## src/rtl/rdec_pkg.sv

```systemverilog
package rdec_pkg;

   localparam int unsigned INSN_W = 32;
   localparam int unsigned OP_W   = 6;
   localparam int unsigned REG_W  = 5;
   localparam int unsigned FN_W   = 6;
   localparam int unsigned IMM_W  = 16;
   localparam int unsigned TGT_W  = 26;

   typedef enum logic [2:0] {
      ALU_ADD = 3'd0,
      ALU_SUB = 3'd1,
      ALU_SLT = 3'd2,
      ALU_OR  = 3'd3,
      ALU_LUI = 3'd4
   } alu_e;

   typedef enum logic [1:0] {
      EXT_SIGN  = 2'd0,
      EXT_ZERO  = 2'd1,
      EXT_UPPER = 2'd2
   } ext_e;

   typedef enum logic {
      SZ_WORD = 1'b0,
      SZ_BYTE = 1'b1
   } size_e;

   typedef enum logic [1:0] {
      BR_NONE = 2'd0,
      BR_EQ   = 2'd1,
      BR_NE   = 2'd2
   } br_e;

   typedef enum logic [1:0] {
      JMP_NONE = 2'd0,
      JMP_TGT  = 2'd1,
      JMP_REG  = 2'd2
   } jmp_e;

   typedef enum logic [1:0] {
      DST_NONE = 2'd0,
      DST_RD   = 2'd1,
      DST_RT   = 2'd2,
      DST_LINK = 2'd3
   } dst_e;

   // operation codes
   localparam logic [OP_W-1:0] OPC_REG   = 6'd0;
   localparam logic [OP_W-1:0] OPC_J     = 6'd2;
   localparam logic [OP_W-1:0] OPC_JAL   = 6'd3;
   localparam logic [OP_W-1:0] OPC_BEQ   = 6'd4;
   localparam logic [OP_W-1:0] OPC_BNE   = 6'd5;
   localparam logic [OP_W-1:0] OPC_ADDI  = 6'd8;
   localparam logic [OP_W-1:0] OPC_SLTI  = 6'd10;
   localparam logic [OP_W-1:0] OPC_ORI   = 6'd13;
   localparam logic [OP_W-1:0] OPC_LUI   = 6'd15;
   localparam logic [OP_W-1:0] OPC_LDB   = 6'd32;
   localparam logic [OP_W-1:0] OPC_LDW   = 6'd35;
   localparam logic [OP_W-1:0] OPC_STB   = 6'd40;
   localparam logic [OP_W-1:0] OPC_STW   = 6'd43;

   // function codes under operation code 0
   localparam logic [FN_W-1:0] FN_JR  = 6'd8;
   localparam logic [FN_W-1:0] FN_ADD = 6'd32;
   localparam logic [FN_W-1:0] FN_SUB = 6'd34;
   localparam logic [FN_W-1:0] FN_SLT = 6'd42;

   typedef struct packed {
      logic  legal;
      dst_e  dst;
      alu_e  alu;
      ext_e  ext;
      logic  src_imm;
      logic  mem_rd;
      logic  mem_wr;
      size_e size;
      br_e   br;
      jmp_e  jmp;
      logic  link;
      logic  rs_rd;
      logic  rt_rd;
   } ctrl_t;

endpackage

```

## src/rtl/rdec_fields.sv

```systemverilog
module rdec_fields
   import rdec_pkg::*;
#(
   parameter int unsigned WORD_W = INSN_W
) (
   input  logic [WORD_W-1:0] word_i,
   output logic [OP_W-1:0]   op_o,
   output logic [REG_W-1:0]  rs_o,
   output logic [REG_W-1:0]  rt_o,
   output logic [REG_W-1:0]  rd_o,
   output logic [REG_W-1:0]  shamt_o,
   output logic [FN_W-1:0]   fn_o,
   output logic [IMM_W-1:0]  imm_o,
   output logic [TGT_W-1:0]  tgt_o
);

   localparam int unsigned OP_LSB = WORD_W - OP_W;
   localparam int unsigned RS_LSB = OP_LSB - REG_W;
   localparam int unsigned RT_LSB = RS_LSB - REG_W;
   localparam int unsigned RD_LSB = RT_LSB - REG_W;
   localparam int unsigned SH_LSB = RD_LSB - REG_W;

   generate
      if (WORD_W != OP_W + 3*REG_W + REG_W + FN_W) begin : g_bad_width
         $error("rdec_fields: word width must equal the sum of the field widths");
      end
      if (IMM_W != REG_W + REG_W + FN_W) begin : g_bad_imm
         $error("rdec_fields: immediate must cover destination, shift and function fields");
      end
   endgenerate

   assign op_o    = word_i[OP_LSB +: OP_W];
   assign rs_o    = word_i[RS_LSB +: REG_W];
   assign rt_o    = word_i[RT_LSB +: REG_W];
   assign rd_o    = word_i[RD_LSB +: REG_W];
   assign shamt_o = word_i[SH_LSB +: REG_W];
   assign fn_o    = word_i[0 +: FN_W];
   assign imm_o   = word_i[0 +: IMM_W];
   assign tgt_o   = word_i[0 +: TGT_W];

endmodule

```

## src/rtl/rdec_ctrl.sv

```systemverilog
module rdec_ctrl
   import rdec_pkg::*;
#(
   parameter bit SUPPORT_BYTE = 1'b1
) (
   input  logic [OP_W-1:0] op_i,
   input  logic [FN_W-1:0] fn_i,
   output ctrl_t           ctrl_o
);

   logic  byte_ok;
   ctrl_t reg_ctrl;
   ctrl_t op_ctrl;

   generate
      if (SUPPORT_BYTE) begin : g_byte_on
         assign byte_ok = 1'b1;
      end else begin : g_byte_off
         assign byte_ok = 1'b0;
      end
   endgenerate

   // function code sub-decode for operation code 0
   always_comb begin
      reg_ctrl = '0;
      unique case (fn_i)
         FN_ADD, FN_SUB, FN_SLT: begin
            reg_ctrl.legal = 1'b1;
            reg_ctrl.dst   = DST_RD;
            reg_ctrl.rs_rd = 1'b1;
            reg_ctrl.rt_rd = 1'b1;
            reg_ctrl.alu   = (fn_i == FN_ADD) ? ALU_ADD :
                             (fn_i == FN_SUB) ? ALU_SUB : ALU_SLT;
         end
         FN_JR: begin
            reg_ctrl.legal = 1'b1;
            reg_ctrl.jmp   = JMP_REG;
            reg_ctrl.rs_rd = 1'b1;
         end
         default: reg_ctrl = '0;
      endcase
   end

   // operation code decode
   always_comb begin
      op_ctrl = '0;
      unique case (op_i)
         OPC_REG: op_ctrl = reg_ctrl;
         OPC_ADDI, OPC_SLTI, OPC_ORI, OPC_LUI: begin
            op_ctrl.legal   = 1'b1;
            op_ctrl.dst     = DST_RT;
            op_ctrl.src_imm = 1'b1;
            op_ctrl.rs_rd   = (op_i != OPC_LUI);
            op_ctrl.alu     = (op_i == OPC_ADDI) ? ALU_ADD :
                              (op_i == OPC_SLTI) ? ALU_SLT :
                              (op_i == OPC_ORI)  ? ALU_OR  : ALU_LUI;
            op_ctrl.ext     = (op_i == OPC_ORI)  ? EXT_ZERO  :
                              (op_i == OPC_LUI)  ? EXT_UPPER : EXT_SIGN;
         end
         OPC_LDW, OPC_LDB: begin
            op_ctrl.legal   = (op_i == OPC_LDW) || byte_ok;
            op_ctrl.dst     = DST_RT;
            op_ctrl.src_imm = 1'b1;
            op_ctrl.mem_rd  = 1'b1;
            op_ctrl.rs_rd   = 1'b1;
            op_ctrl.size    = (op_i == OPC_LDB) ? SZ_BYTE : SZ_WORD;
         end
         OPC_STW, OPC_STB: begin
            op_ctrl.legal   = (op_i == OPC_STW) || byte_ok;
            op_ctrl.src_imm = 1'b1;
            op_ctrl.mem_wr  = 1'b1;
            op_ctrl.rs_rd   = 1'b1;
            op_ctrl.rt_rd   = 1'b1;
            op_ctrl.size    = (op_i == OPC_STB) ? SZ_BYTE : SZ_WORD;
         end
         OPC_BEQ, OPC_BNE: begin
            op_ctrl.legal = 1'b1;
            op_ctrl.alu   = ALU_SUB;
            op_ctrl.rs_rd = 1'b1;
            op_ctrl.rt_rd = 1'b1;
            op_ctrl.br    = (op_i == OPC_BEQ) ? BR_EQ : BR_NE;
         end
         OPC_J, OPC_JAL: begin
            op_ctrl.legal = 1'b1;
            op_ctrl.jmp   = JMP_TGT;
            op_ctrl.link  = (op_i == OPC_JAL);
            op_ctrl.dst   = (op_i == OPC_JAL) ? DST_LINK : DST_NONE;
         end
         default: op_ctrl = '0;
      endcase
   end

   assign ctrl_o = op_ctrl;

endmodule

```

## src/rtl/rdec_gate.sv

```systemverilog
module rdec_gate
   import rdec_pkg::*;
#(
   parameter int unsigned LINK_REG = 31
) (
   input  ctrl_t            ctrl_i,
   input  logic [REG_W-1:0] rd_i,
   input  logic [REG_W-1:0] rt_i,
   output ctrl_t            ctrl_o,
   output logic             we_o,
   output logic [REG_W-1:0] wr_reg_o,
   output logic             illegal_o
);

   localparam logic [REG_W-1:0] LINK_NUM = REG_W'(LINK_REG);

   generate
      if (LINK_REG >= (1 << REG_W)) begin : g_bad_link
         $error("rdec_gate: link register number does not fit the register field");
      end
   endgenerate

   // an illegal word leaves every side effect cleared
   assign ctrl_o    = ctrl_i.legal ? ctrl_i : '0;
   assign illegal_o = !ctrl_i.legal;
   assign we_o      = ctrl_i.legal && (ctrl_i.dst != DST_NONE);

   always_comb begin
      wr_reg_o = '0;
      if (ctrl_i.legal) begin
         unique case (ctrl_i.dst)
            DST_RD:   wr_reg_o = rd_i;
            DST_RT:   wr_reg_o = rt_i;
            DST_LINK: wr_reg_o = LINK_NUM;
            default:  wr_reg_o = '0;
         endcase
      end
   end

endmodule

```

## src/rtl/rdec_top.sv

```systemverilog
module rdec_top
   import rdec_pkg::*;
#(
   parameter bit          SUPPORT_BYTE = 1'b1,
   parameter int unsigned LINK_REG     = 31
) (
   input  logic [31:0] instr_i,
   output logic [5:0]  opcode_o,
   output logic [4:0]  rs_o,
   output logic [4:0]  rt_o,
   output logic [4:0]  rd_o,
   output logic [4:0]  shamt_o,
   output logic [5:0]  funct_o,
   output logic [15:0] imm_o,
   output logic [25:0] target_o,
   output logic        rs_rd_o,
   output logic        rt_rd_o,
   output logic        reg_we_o,
   output logic [4:0]  wr_reg_o,
   output logic [2:0]  alu_op_o,
   output logic [1:0]  ext_o,
   output logic        alu_imm_o,
   output logic        mem_rd_o,
   output logic        mem_wr_o,
   output logic        mem_size_o,
   output logic [1:0]  branch_o,
   output logic [1:0]  jump_o,
   output logic        link_o,
   output logic        illegal_o
);

   ctrl_t raw_ctrl;
   ctrl_t fin_ctrl;

   rdec_fields #(.WORD_W(INSN_W)) u_fields (
      .word_i  (instr_i),
      .op_o    (opcode_o),
      .rs_o    (rs_o),
      .rt_o    (rt_o),
      .rd_o    (rd_o),
      .shamt_o (shamt_o),
      .fn_o    (funct_o),
      .imm_o   (imm_o),
      .tgt_o   (target_o)
   );

   rdec_ctrl #(.SUPPORT_BYTE(SUPPORT_BYTE)) u_ctrl (
      .op_i   (opcode_o),
      .fn_i   (funct_o),
      .ctrl_o (raw_ctrl)
   );

   rdec_gate #(.LINK_REG(LINK_REG)) u_gate (
      .ctrl_i    (raw_ctrl),
      .rd_i      (rd_o),
      .rt_i      (rt_o),
      .ctrl_o    (fin_ctrl),
      .we_o      (reg_we_o),
      .wr_reg_o  (wr_reg_o),
      .illegal_o (illegal_o)
   );

   assign rs_rd_o    = fin_ctrl.rs_rd;
   assign rt_rd_o    = fin_ctrl.rt_rd;
   assign alu_op_o   = fin_ctrl.alu;
   assign ext_o      = fin_ctrl.ext;
   assign alu_imm_o  = fin_ctrl.src_imm;
   assign mem_rd_o   = fin_ctrl.mem_rd;
   assign mem_wr_o   = fin_ctrl.mem_wr;
   assign mem_size_o = fin_ctrl.size;
   assign branch_o   = fin_ctrl.br;
   assign jump_o     = fin_ctrl.jmp;
   assign link_o     = fin_ctrl.link;

   // checks across the field slicer, the decoder and the gating stage
   always_comb begin
      AST_ILLEGAL_QUIET: assert (!illegal_o || (!reg_we_o && !mem_rd_o && !mem_wr_o && (jump_o == 2'd0)));
      AST_MEM_EXCL: assert (!(mem_rd_o && mem_wr_o));
      AST_FLOW_EXCL: assert (!((branch_o != 2'd0) && (jump_o != 2'd0)));
      AST_LINK_WRITE: assert (!link_o || (reg_we_o && (wr_reg_o == 5'(LINK_REG)) && (jump_o == 2'd1)));
      AST_WR_FIELD: assert (!reg_we_o || link_o || (wr_reg_o == rd_o) || (wr_reg_o == rt_o));
      AST_NO_WRITE_ZERO: assert (reg_we_o || (wr_reg_o == 5'd0));
      AST_LOAD_ALU: assert (!(mem_rd_o || mem_wr_o) || (alu_imm_o && (alu_op_o == 3'd0) && rs_rd_o));
   end

endmodule

```

## config.mk

```make
export PLATFORM = sky130hd
export DESIGN_NAME = rdec_top
export DESIGN_NICKNAME = d
export VERILOG_FILES = /design/src/rtl/rdec_pkg.sv /design/src/rtl/rdec_fields.sv /design/src/rtl/rdec_ctrl.sv /design/src/rtl/rdec_gate.sv /design/src/rtl/rdec_top.sv
export SDC_FILE = /design/constraint.sdc
export NUM_CORES = 1
export LEC_CHECK = 0
export ABC_AREA = 1
export BUFFER_PORTS_ARGS = -buffer_cell sky130_fd_sc_hd__buf_2
export CORE_MARGIN = 8
export CORE_UTILIZATION = 35
export DETAILED_ROUTE_END_ITERATION = 10
export MAX_ROUTING_LAYER = met4
export PLACE_DENSITY = 0.84
export SETUP_SLACK_MARGIN = 0.3
export SLEW_MARGIN = 40
export SYNTH_ARGS = -nofsm -noshare
export SYNTH_HDL_FRONTEND = slang
export SYNTH_SLANG_ARGS = --single-unit
```

## constraint.sdc

```tcl
create_clock -name vclk -period 1.4
set_clock_uncertainty 0.15 [all_clocks]
set_input_delay 0.28 -clock vclk [all_inputs]
set_output_delay 0.28 -clock vclk [all_outputs]
set_load 0.02 [all_outputs]
```

==> flow_summary.json <==
{
  "dr_total_vias": 1254,
  "dr.first_iter.drc_count": 48,
  "netlist_top_cells_count": "buf_4, nand2_1, nor2_1",
  "holdBufCountCts": 0,
  "core_area_um2": 2978,
  "grt_pass1_wl_um": 6009,
  "min_to": "target_o[22]",
  "synth_cell_types": 17,
  "diodes": 0,
  "synth_area_leaders": "buf_4, nand2_1, nand3_1, nor2_1, inv_1",
  "clkbuf_count": 0,
  "syn2layout_area_growth_pct": 83.80,
  "peakVddDrop_v": 0.0001537,
  "drive_gt1_frac": 0.8074,
  "pin_count": 129,
  "holdWs_ns": 0.4100,
  "first_pass_iters": 5,
  "p_leak_nw": 1.107,
  "holdPathStages": 0,
  "syn_nets": 214,
  "rows": 20,
  "cp_data_arrival_time_ns": 1.30,
  "min_period_over_period": 1.236,
  "failed_checks": "negative setup slack",
  "fp.dieH_um": 71.38,
  "max_freq_ghz": 0.5777,
  "grt_pass1_vias": 1298,
  "regArea_um2": 0,
  "io_buffers": 94,
  "seq_area_frac_synth": 0,
  "die_area_um2": 5095,
  "synthCells": 182,
  "die_width_um": 71.38,
  "fin_ws_ns": -0.3311,
  "status": "finished with violations",
  "maxCapViolCount": 0,
  "wl_um": 3939,
  "min_from": "instr_i[22]",
  "fillers": 247,
  "hold_viol": 0,
  "slew_headroom": 0.8319,
  "synth.most_common_cell": "buf_4",
  "postLayoutCoreUtil": 0.6626,
  "overflow": 0,
  "gp_congestion": 0.8957,
  "p_per_area_nw_per_um2": 291.7,
  "setup_violations": 23,
  "grtUsageTotal": 0.1407,
  "tightest_slew_ns": 0.2516,
  "drc": 0,
  "layout_min_cycle_time_ns": 1.731,
  "hpwl_um": 2874,
  "startpoint_type": "input port",
  "initial_core_util": 0.3605,
  "path_max_fanout": 5,
  "critPathKind": "input port to primary output",
  "avgRoutedWirePerCell_um": 14.22,
  "ant_nets": 0,
  "netlist_area_um2": 1074,
  "design.seq.count": 0,
  "ys.warnings.count": 0,
  "slew_viol_final": 0,
  "worstSetupEndpointType": "primary output",
  "yosysTopAreaCellShare": 0.5175,
  "grt_setup_unrepaired": "true",
  "antenna_found_initial": 0,
  "viasPerCell": 4.527,
  "cp.required_ns": 0.97,
  "grt_start_max_net_pins": 9,
  "yosys.area.top_type": "buf_4",
  "final_nets": 278,
  "min-delay-path-class": "input port to primary output",
  "syn-mean-instance-area_um2": 5.899
}
-- cell usage in the layout, fill, tap and decap left out, types with 9 or more instances in the layout --
master | Yosys | final
nand3_2 | 2 | 10
buf_4 | 74 | 27
buf_2 | 0 | 47
inv_2 | 1 | 9
buf_6 | 0 | 56
nand2_1 | 30 | 18
nor2_4 | 3 | 10
nor2_1 | 23 | 10
-- routing by layer --
layer / vias up / global-route usage / wire length (µm)
met5: - / - / 0
met2: 61 / 0.2684 / 2078
met1: 569 / 0.1532 / 1581
met3: 4 / 0.02232 / 249
li1: 620 / - / -
met4: 0 / 0.01155 / 29
-- worst max path at each step --
stage / startpoint / end / slack (ns)
finish: instr_i[29] / illegal_o / -0.33
global route: instr_i[31] / wr_reg_o[3] / -0.40
CTS: instr_i[30] / wr_reg_o[3] / -0.32
detailed placement: instr_i[5] / wr_reg_o[3] / -0.37
global placement: instr_i[26] / illegal_o / -0.37
floorplan: instr_i[31] / alu_op_o[0] / -0.07
-- layout make-up --
type | instances | area [µm²] | area share
well taps | 33 | 41.29 | 0.02093
multi-input cells | 88 | 673.1 | 0.3412
repair buffers | 136 | 1164 | 0.5897
inverters | 20 | 95.09 | 0.04819
-- worst max-delay path: stages --
cell and delay (ns):
buf_4 0.15, nand2_1 0.11, inv_1 0.06, nand3_2 0.13, nand2_2 0.09, nor2_4 0.12, nand3_1 0.13, nor2_4 0.13
buf_6 0.12
-- logic make-up (layout without fill, tap and decap cells) --
group                  after synthesis  count (layout)  synth area share
buffers and inverters               94             156            0.5874
AO/OA/AOI/OAI                        5               5           0.03845
AND/OR/NAND/NOR                     83              83            0.3741
-- timing repair --
| item | CTS | global route |
|---|---|---|
| pin swaps | 15 | 16 |
| setup buffers | 7 | 5 |
| gates cloned | 0 | 0 |
| endpoints found under the setup margin | 35 | 35 |
| gates resized for setup | 120 | 29 |
-- stage by stage --
stage	cell area, µm²	worst slack, ns	setup TNS [ns]	std cells	total power (W)
2_1_floorplan	1187	-0.06951	-0.5961	182	0.0004267
3_3_place_gp	1381	-0.3721	-5.993	265	0.0004241
3_5_place_dp	1381	-0.3742	-6.063	265	0.0004273
4_1_cts	1823	-0.3192	-4.922	272	0.0005365
5_1_grt	1973	-0.4004	-6.985	277	0.0006088
6_report	1973	-0.3311	-5.708	277	0.0005756
-- power by group --
part / leakage, nW / total, W / switching (W) / internal, W
logic: 1.11 / 0.000576 / 0.000317 / 0.000258
registers: 0 / 0 / 0 / 0
clock network: 0 / 0 / 0 / 0
No activity file was read; power rests on OpenSTA's default activity.
